### src/rtl/wpf_pkg.sv
package wpf_pkg;
  localparam int CMD_W      = 8;
  localparam int LOCK_W     = 16;
  localparam int UNUSED_BIT = 15;
  localparam int MASTER_BIT = 14;
  localparam int STORE_BIT  = 0;

  localparam logic [CMD_W-1:0] CMD_WP     = 8'h10;
  localparam logic [CMD_W-1:0] CMD_XLOCK  = 8'hDD;
  localparam logic [CMD_W-1:0] CMD_OPER   = 8'h01;
  localparam logic [CMD_W-1:0] CMD_ONOFF  = 8'h02;
  localparam logic [CMD_W-1:0] CMD_VSET   = 8'h21;

  typedef enum logic [1:0] {
    WP_OPEN    = 2'd0,
    WP_SETONLY = 2'd1,
    WP_OPONLY  = 2'd2,
    WP_FULL    = 2'd3
  } wpMode_e;

  typedef struct packed {
    logic lockWr;
    logic reload;
  } wpfStrobe_t;

  function automatic wpMode_e decodeWp(input logic [7:0] lvl);
    wpMode_e m;
    case (lvl)
      8'h00:   m = WP_OPEN;
      8'h20:   m = WP_SETONLY;
      8'h40:   m = WP_OPONLY;
      default: m = WP_FULL;
    endcase
    return m;
  endfunction

  function automatic logic wpBlocks(input wpMode_e m, input logic [CMD_W-1:0] cmd);
    logic blk;
    case (m)
      WP_OPEN:    blk = 1'b0;
      WP_SETONLY: blk = !(cmd == CMD_WP || cmd == CMD_OPER ||
                          cmd == CMD_ONOFF || cmd == CMD_VSET);
      WP_OPONLY:  blk = !(cmd == CMD_WP || cmd == CMD_OPER);
      default:    blk = (cmd != CMD_WP);
    endcase
    return blk;
  endfunction

  function automatic logic [LOCK_W-1:0] lockGuard(input logic [CMD_W-1:0] cmd);
    logic [LOCK_W-1:0] g;
    g = '0;
    case (cmd)
      8'h10, 8'hDD:                                    g[14] = 1'b1;
      8'h22, 8'h29, 8'h2A, 8'hA4, 8'hD5:               g[13] = 1'b1;
      8'h20, 8'h21:                                    g[12] = 1'b1;
      8'h24, 8'h2B, 8'h40, 8'h41, 8'h44, 8'h45:        g[11] = 1'b1;
      8'h1B, 8'h42, 8'h43, 8'h4A, 8'h51:               g[10] = 1'b1;
      8'h46, 8'h47, 8'h4F, 8'h50:                      g[9]  = 1'b1;
      8'h25, 8'h26, 8'h27:                             g[8]  = 1'b1;
      8'h01:                                           g[7]  = 1'b1;
      8'h33, 8'hD1, 8'hD2, 8'hD4, 8'hD6:               g[6]  = 1'b1;
      8'h55:                                           g[5]  = 1'b1;
      8'h02, 8'h35, 8'h36, 8'h60, 8'h61, 8'h64, 8'h65: g[4]  = 1'b1;
      8'h99, 8'h9A, 8'h9B:                             g[3]  = 1'b1;
      8'h0E:                                           g[2]  = 1'b1;
      8'h16:                                           g[1]  = 1'b1;
      8'h15:                                           g[0]  = 1'b1;
      default: ;
    endcase
    return g;
  endfunction
endpackage

### src/rtl/wpf_datapath.sv
module wpf_datapath
  import wpf_pkg::*;
#(
  parameter int LW = LOCK_W
) (
  input  logic          clk,
  input  logic          rstN,
  input  logic [LW-1:0] nvmDefault,
  input  logic [LW-1:0] wrData,
  input  wpfStrobe_t    strobes,
  output logic [LW-1:0] lockValue,
  output logic [LW-1:0] effLock
);
  logic [LW-1:0] lockReg;
  logic          storeShadow;

  for (genvar i = 0; i < LW; i++) begin : gBit
    if (i == UNUSED_BIT) begin : gUnused
      always_ff @(posedge clk) lockReg[i] <= 1'b0;
    end else if (i == MASTER_BIT) begin : gSticky
      always_ff @(posedge clk) begin
        if (!rstN)               lockReg[i] <= nvmDefault[i];
        else if (strobes.reload) lockReg[i] <= lockReg[i] | nvmDefault[i];
        else if (strobes.lockWr) lockReg[i] <= lockReg[i] | wrData[i];
      end
    end else begin : gPlain
      always_ff @(posedge clk) begin
        if (!rstN)               lockReg[i] <= nvmDefault[i];
        else if (strobes.reload) lockReg[i] <= nvmDefault[i];
        else if (strobes.lockWr) lockReg[i] <= wrData[i];
      end
    end
  end

  always_ff @(posedge clk) begin
    if (!rstN || strobes.reload) storeShadow <= nvmDefault[STORE_BIT];
  end

  always_comb begin
    lockValue = lockReg;
    effLock   = lockReg;
    effLock[STORE_BIT] = storeShadow;
  end
endmodule

### src/rtl/wpf_ctrl.sv
module wpf_ctrl
  import wpf_pkg::*;
#(
  parameter int LW = LOCK_W,
  parameter int CW = CMD_W
) (
  input  logic          clk,
  input  logic          rstN,
  input  logic          wrStrobe,
  input  logic [CW-1:0] cmdCode,
  input  logic [7:0]    wpLevel,
  input  logic          restoreEvt,
  input  logic [LW-1:0] effLock,
  output wpfStrobe_t    strobes,
  output logic          wrEnable,
  output logic          rejectPulse
);
  logic [LW-1:0] guard;
  logic [LW-1:0] hit;
  logic          groupBlock;
  logic          levelBlock;
  logic          reject;

  assign guard = lockGuard(cmdCode);

  for (genvar i = 0; i < LW; i++) begin : gHit
    assign hit[i] = guard[i] & effLock[i];
  end

  assign groupBlock = |hit;
  assign levelBlock = wpBlocks(decodeWp(wpLevel), cmdCode);
  assign reject     = groupBlock | levelBlock;

  always_comb begin
    strobes.reload = restoreEvt;
    strobes.lockWr = wrStrobe && (cmdCode == CMD_XLOCK) && !reject;
  end

  always_ff @(posedge clk) begin
    if (!rstN) begin
      wrEnable    <= 1'b0;
      rejectPulse <= 1'b0;
    end else begin
      wrEnable    <= wrStrobe & ~reject;
      rejectPulse <= wrStrobe & reject;
    end
  end
endmodule

### src/rtl/pmbus_wp_filter.sv
module pmbus_wp_filter
  import wpf_pkg::*;
(
  input  logic              clk,
  input  logic              rstN,
  input  logic [LOCK_W-1:0] nvmDefault,
  input  logic [7:0]        wpLevel,
  input  logic              wrStrobe,
  input  logic [CMD_W-1:0]  cmdCode,
  input  logic [LOCK_W-1:0] wrData,
  input  logic              restoreEvt,
  output logic              wrEnable,
  output logic              rejectPulse,
  output logic [LOCK_W-1:0] lockRdData
);
  wpfStrobe_t        strobes;
  logic [LOCK_W-1:0] effLock;

  wpf_ctrl #(.LW(LOCK_W), .CW(CMD_W)) u_ctrl (
    .clk(clk), .rstN(rstN), .wrStrobe(wrStrobe), .cmdCode(cmdCode),
    .wpLevel(wpLevel), .restoreEvt(restoreEvt), .effLock(effLock),
    .strobes(strobes), .wrEnable(wrEnable), .rejectPulse(rejectPulse)
  );

  wpf_datapath #(.LW(LOCK_W)) u_dp (
    .clk(clk), .rstN(rstN), .nvmDefault(nvmDefault), .wrData(wrData),
    .strobes(strobes), .lockValue(lockRdData), .effLock(effLock)
  );
endmodule

### config.mk
export PLATFORM = sky130hd
export DESIGN_NAME = pmbus_wp_filter
export DESIGN_NICKNAME = d
export VERILOG_FILES = /design/src/rtl/wpf_pkg.sv /design/src/rtl/wpf_datapath.sv /design/src/rtl/wpf_ctrl.sv /design/src/rtl/pmbus_wp_filter.sv
export SDC_FILE = /design/constraint.sdc
export NUM_CORES = 1
export LEC_CHECK = 0
export ABC_AREA = 1
export BUFFER_PORTS_ARGS = -buffer_cell sky130_fd_sc_hd__buf_2
export CORE_ASPECT_RATIO = 1.5
export CORE_UTILIZATION = 45
export DETAILED_ROUTE_END_ITERATION = 8
export PLACE_DENSITY = 0.8
export RECOVER_POWER = 25
export SLEW_MARGIN = 20
export SYNTH_ARGS = -nofsm -noshare
export SYNTH_HDL_FRONTEND = slang
export SYNTH_SLANG_ARGS = --single-unit
### constraint.sdc
create_clock -name clk -period 4.2 [get_ports clk]
set_input_delay 0.84 -clock clk [delete_from_list [all_inputs] [get_ports clk]]
set_output_delay 0.84 -clock clk [all_outputs]
set_load 0.05 [all_outputs]
==> results of run 1 <==
==> sequential cells by signal (all words and copies together), names as in the netlist <==
register            count
u_ctrl.rejectPulse      1
u_ctrl.wrEnable         1
u_dp.effLock           14
u_dp.lockValue          1
u_dp.storeShadow        1
==> layout by cell type (no fill, tap or decap), types with 3 or more instances in the layout <==
| master | count |
|---|---|
| nor3_1 | 3 |
| clkbuf_1 | 13 |
| nand3_1 | 12 |
| nor2_2 | 5 |
| nand2_1 | 110 |
| buf_2 | 54 |
| inv_2 | 4 |
| nand2_2 | 3 |
| inv_1 | 13 |
| edfxtp_1 | 16 |
| clkbuf_8 | 3 |
| a21oi_1 | 3 |
| nor2_1 | 31 |
==> worst max-delay path: stages <==
cell and delay (ps):
buf_2 120, inv_1 80, nand2_1 100, nor2_1 310
a21oi_1 130, nand2_1 70, nand3_1 70, nand2_1 60
nand2_1 70, nor2_2 110, nand2_1 60, nand2_1 430
==> routing by layer <==
| layer | global-route usage [%] | up-vias |
|---|---|---|
| met4 | 11.40 | 0 |
| met2 | 45.07 | 42 |
| li1 | - | 798 |
| met5 | 0 | - |
| met3 | 2.902 | 8 |
| met1 | 23.95 | 646 |
==> cells in the mapped netlist, types with 3 or more instances <==
library cell / instances
nor2_1: 31
nand2_1: 110
inv_1: 13
edfxtp_1: 16
a21oi_1: 3
nor3_1: 3
nand3_1: 12
nand2_2: 3
inv_2: 4
nor2_2: 5
==> through the flow <==
stage               worst slack [ps]  power (W)  cells  instance area, um^2
floorplan                       1833  0.0003323    211                 1305
global placement                1347  0.0003840    312                 1674
detailed placement              1355  0.0003851    312                 1674
finish                          1639  0.0004953    316                 1704
CTS                             1616  0.0005020    316                 1719
global route                    1443  0.0005221    316                 1704
==> where the power goes <==
group | total (W) | internal (W) | switching (W) | leakage [nW]
registers | 0.000226 | 0.000217 | 0.00000929 | 0.180
logic | 0.000152 | 0.0000391 | 0.000112 | 0.717
clock network | 0.000118 | 0.0000671 | 0.0000508 | 0.0228
total | 0.000495 | 0.000323 | 0.000173 | 0.920
==> final timing paths <==
kind,start,endpoint
worst max-delay path,cmdCode[6],u_dp.effLock[10]
worst min-delay path,u_dp.effLock[6],u_ctrl.wrEnable
worst max register to register,u_dp.effLock[3],u_dp.effLock[10]
worst min register to register,u_dp.effLock[6],u_ctrl.wrEnable
==> layout make-up <==
class / instances / area share [%]
clock buffers: 4 / 2.643
inverters: 17 / 3.745
multi-input cells: 173 / 41.41
flip-flops and latches: 18 / 30.54
well taps: 37 / 2.717
repair buffers: 67 / 18.94
==> cell families after synthesis <==
group / count (synthesis) / share of synthesized area [%]
and+or+nand+nor: 166 / 51.10
buffers and inverters: 20 / 6.041
DFF: 18 / 39.89
AOI/OAI and AO/OA: 6 / 2.684
other: 1 / 0.2874
==> results.cfg, run 1 <==
[layout]
multi_input_area_um2 = 705.7
fillers = 314
regArea_um2 = 520.5
fin_util_pct = 63.00
syn_to_final_growth_pct = 30.58
diodes = 0
drive_gt1_share_pct = 25.09
nNetsFinal = 332

[clock_network]
clk_latency_ps = 240
cts-buffers-inserted = 3
cts_buffer_depth = 2
htreeDepth = 1
ctsResizeCount = 0
cts_tree = built
clockRootBuffer = clkbuf_8
hold_buffers = 0
post-cts-setup-buffer-count = 0
clkTransAtPathRegs_ps = 60
clock-sinks = 18

[placed_design]
dp_hpwl_um = 2809
place_congestion = 0.9391
port_buffers = 66

[yosys]
synthTopCellsByArea = edfxtp_1 37%, nand2_1 32%, nor2_1 8.9%, nand3_1 4.6%, inv_1 3.7%
yosys_most_used_dff = edfxtp_1
ys_seq_area_share_pct = 39.88
synth.avg_cell_area_um2 = 6.185
yosysUniqueCellTypes = 18
synth_top_area_cell = edfxtp_1
synth_top_area_share_pct = 36.82
synth_edf_count = 16
synth_seq_cells = 18
synthCells = 211
async_reset_ff_share_pct = 0
syn_nets = 263
syn_area_um2 = 1305
yosys_warnings = 0

[drt]
drtAntennaViolNets = 0
drt_first_pass_iters = 4
wire_per_inst_um = 10.29
vias = 1494
postRouteWirelength_um = 3252
wl_met3_um = 116
remaining_drc_errors = 0
routed.top_layer = met4
drtIter0Drc = 39
met2_length_um = 1841
wirelength_met1_um = 1221
viasPerCell = 4.728

[pwr]
ir_drop_mv = 0.2226
powerDensity_nw_per_um2 = 290.7
p_leak_nw = 0.9196

[timing]
relSlewSlack_pct = 58.88
fmax_ghz = 0.3905
finalSetupViolations = 0
fin_crit_sh_pct = 60.96
hold_slack_ps = 626.7
fin_crit_ps = 2561
worst-slew-pin-transition_ps = 619.5
final_hold_viol_count = 0
final_max_slew_viol_count = 0
rsz0062_at_grt = false
fin_skew_ps = 1.213
fin_setup_tns_ps = 0

[global_routing]
antenna_found_initial = 0
grt_max_degree = 18
overflow = 0
grt_pass1_vias = 1438
grtUsageTotal_pct = 23.63
grt_pass1_wl_um = 5451

[setup_path]
cp_data_arrival_time_ps = 2440
r2r_slack_ps = 2310
ff2ff_path_depth = 11
crit_required_ps = 4080
endpoint_kind = flop
critPathKind = in -> reg
path_max_fanout = 15
startpoint_type = input pin

[floorplanning]
die_w_um = 45.97
die_area_um2 = 3124
core_area_um2 = 2705
start_util_pct = 48.24
ioPinCount = 70
die_h_um = 67.96
rows = 23

[job]
maxCapViolations = 0

[min_path]
hp-class = reg -> reg
whs_path_depth = 3

[outcome]
status = finished, final reports clean
No activity file was read; power rests on OpenSTA's default activity.
==> run 2: changes to the inputs <==
Settings changed: CORE_UTILIZATION 45 to 40, PLACE_DENSITY 0.8 to 0.76.
Clock period 4.2 ns to 2.3 ns, I/O delays scaled along.
==> run 2 against run 1 <==
Utilization decreased by 7.0 points. Worst setup slack got worse by 1200 ps. Via count decreased by 0.20%. Register-to-register slack got worse by 1700 ps. Sequential share of layout area decreased by 0.83 points.
==> results.cfg, run 2 (synthesis results as in run 1) <==
[setup_path]
endpoint_kind = flop
regToRegStartpoint = u_dp.effLock[8]
r2r_slack_ps = 620
cp_data_arrival_time_ps = 1870
timing.rr.end = u_dp.effLock[13]
startpoint_type = input pin
path_max_fanout = 15
critPathKind = in -> reg
crit_required_ps = 2270
ff2ff_path_depth = 12

[clock_network]
cts-buffers-inserted = 3
clock-sinks = 18
hold_buffers = 0
post-cts-setup-buffer-count = 0
clkTransAtPathRegs_ps = 70
cts_tree = built
cts_buffer_depth = 2
clk_latency_ps = 250
clockRootBuffer = clkbuf_8
ctsResizeCount = 0
htreeDepth = 1

[timing]
final_max_slew_viol_count = 0
final_hold_viol_count = 0
hold_slack_ps = 399.9
fmax_ghz = 0.5259
fin_crit_ps = 1902
fin_setup_tns_ps = 0
finalSetupViolations = 0
fin_skew_ps = 3.064
fin_crit_sh_pct = 82.68
rsz0062_at_grt = false

[layout]
nNetsFinal = 333
largest_reg_flops = 14
drive_gt1_share_pct = 29.64
multi_input_area_um2 = 705.7
fillers = 332
syn_to_final_growth_pct = 34.23
regArea_um2 = 520.5
layout_commonest_cell = nand2_1
mostFrequentLayoutCells = 110 x nand2_1, 65 x buf_2, 31 x nor2_1, 16 x edfxtp_1, 13 x inv_1
diodes = 0

[drt]
vias = 1491
drt_first_pass_iters = 7
postRouteWirelength_um = 3339
drtIter0Drc = 23
viasPerCell = 4.659
drtAntennaViolNets = 0
wire_per_inst_um = 10.43
remaining_drc_errors = 0

[pwr]
powerDensity_nw_per_um2 = 542.8
p_leak_nw = 0.9692
ir_drop_mv = 0.3886

[placed_design]
dp_hpwl_um = 2882
place_congestion = 0.9088
port_buffers = 66

[global_routing]
grt_pass1_wl_um = 5630
grt_max_degree = 17
overflow = 0
grt_pass1_vias = 1393
grtUsageTotal_pct = 20.64
antenna_found_initial = 0

[floorplanning]
ioPinCount = 70
die_area_um2 = 3500
die_h_um = 71.96
start_util_pct = 41.72
die_w_um = 48.64
rows = 25
core_area_um2 = 3128

[min_path]
hp-class = in -> reg
worstHoldStart = nvmDefault[0]
whs_path_depth = 1
min_to = u_dp.storeShadow

[outcome]
status = finished, final reports clean

[job]
maxCapViolations = 0
[run 2: per-stage QoR]
stage	util (%)	cells	instance area (um^2)	setup WS [ps]	total power (W)
floorplan	-	211	1305	312.0	0.0006068
global placement	54.28	316	1698	101.6	0.0007066
detailed placement	54.28	316	1698	112.2	0.0007092
CTS	56.04	320	1753	372.2	0.0009552
global route	56.00	320	1752	213.1	0.0009973
finish	56.00	320	1752	398.4	0.0009509
[run 2: how the worst max path moves through the flow]
| stage | cells past startpoint | to | slack (ps) | start |
|---|---|---|---|---|
| after floorplan | 11 | u_dp.effLock[10] | 310 | u_dp.effLock[3] |
| after global placement | 15 | u_dp.effLock[12] | 100 | cmdCode[1] |
| after detailed placement | 15 | u_dp.effLock[12] | 110 | cmdCode[1] |
| after CTS | 15 | u_dp.effLock[12] | 370 | cmdCode[1] |
| after global routing | 15 | u_dp.effLock[12] | 210 | cmdCode[1] |
| final | 13 | u_dp.effLock[13] | 400 | cmdCode[6] |
[run 2: where the power goes]
part | switching [W] | internal [W] | total [W]
sequential | 0.0000181 | 0.000395 | 0.000413
combinational | 0.000207 | 0.0000803 | 0.000287
clock | 0.0000986 | 0.000152 | 0.000250
[run 2: routing by layer]
layer / GRT usage, % / wire length, um
met5: 0 / 0
met4: 9.150 / 81
met3: 2.096 / 121
met2: 42.59 / 1867
met1: 19.97 / 1268
[run 2: worst max-delay path, cell delays in order]
cell,delay [ps]
buf_2,120
inv_1,80
nand2_1,100
nor2_1,300
a21oi_1,120
nand2_1,60
nand3_1,70
nand2_1,60
nand2_1,70
nor2_2,110
nand2_1,60
nand2_1,100
buf_12,150
[run 2: layout make-up]
class	instances	share of cell area [%]
Sequential cell	18	29.71
Inverter	17	3.643
Multi-Input combinational cell	173	40.29
Tap cell	40	2.857
Timing Repair Buffer	68	20.36
Clock buffer	4	3.143
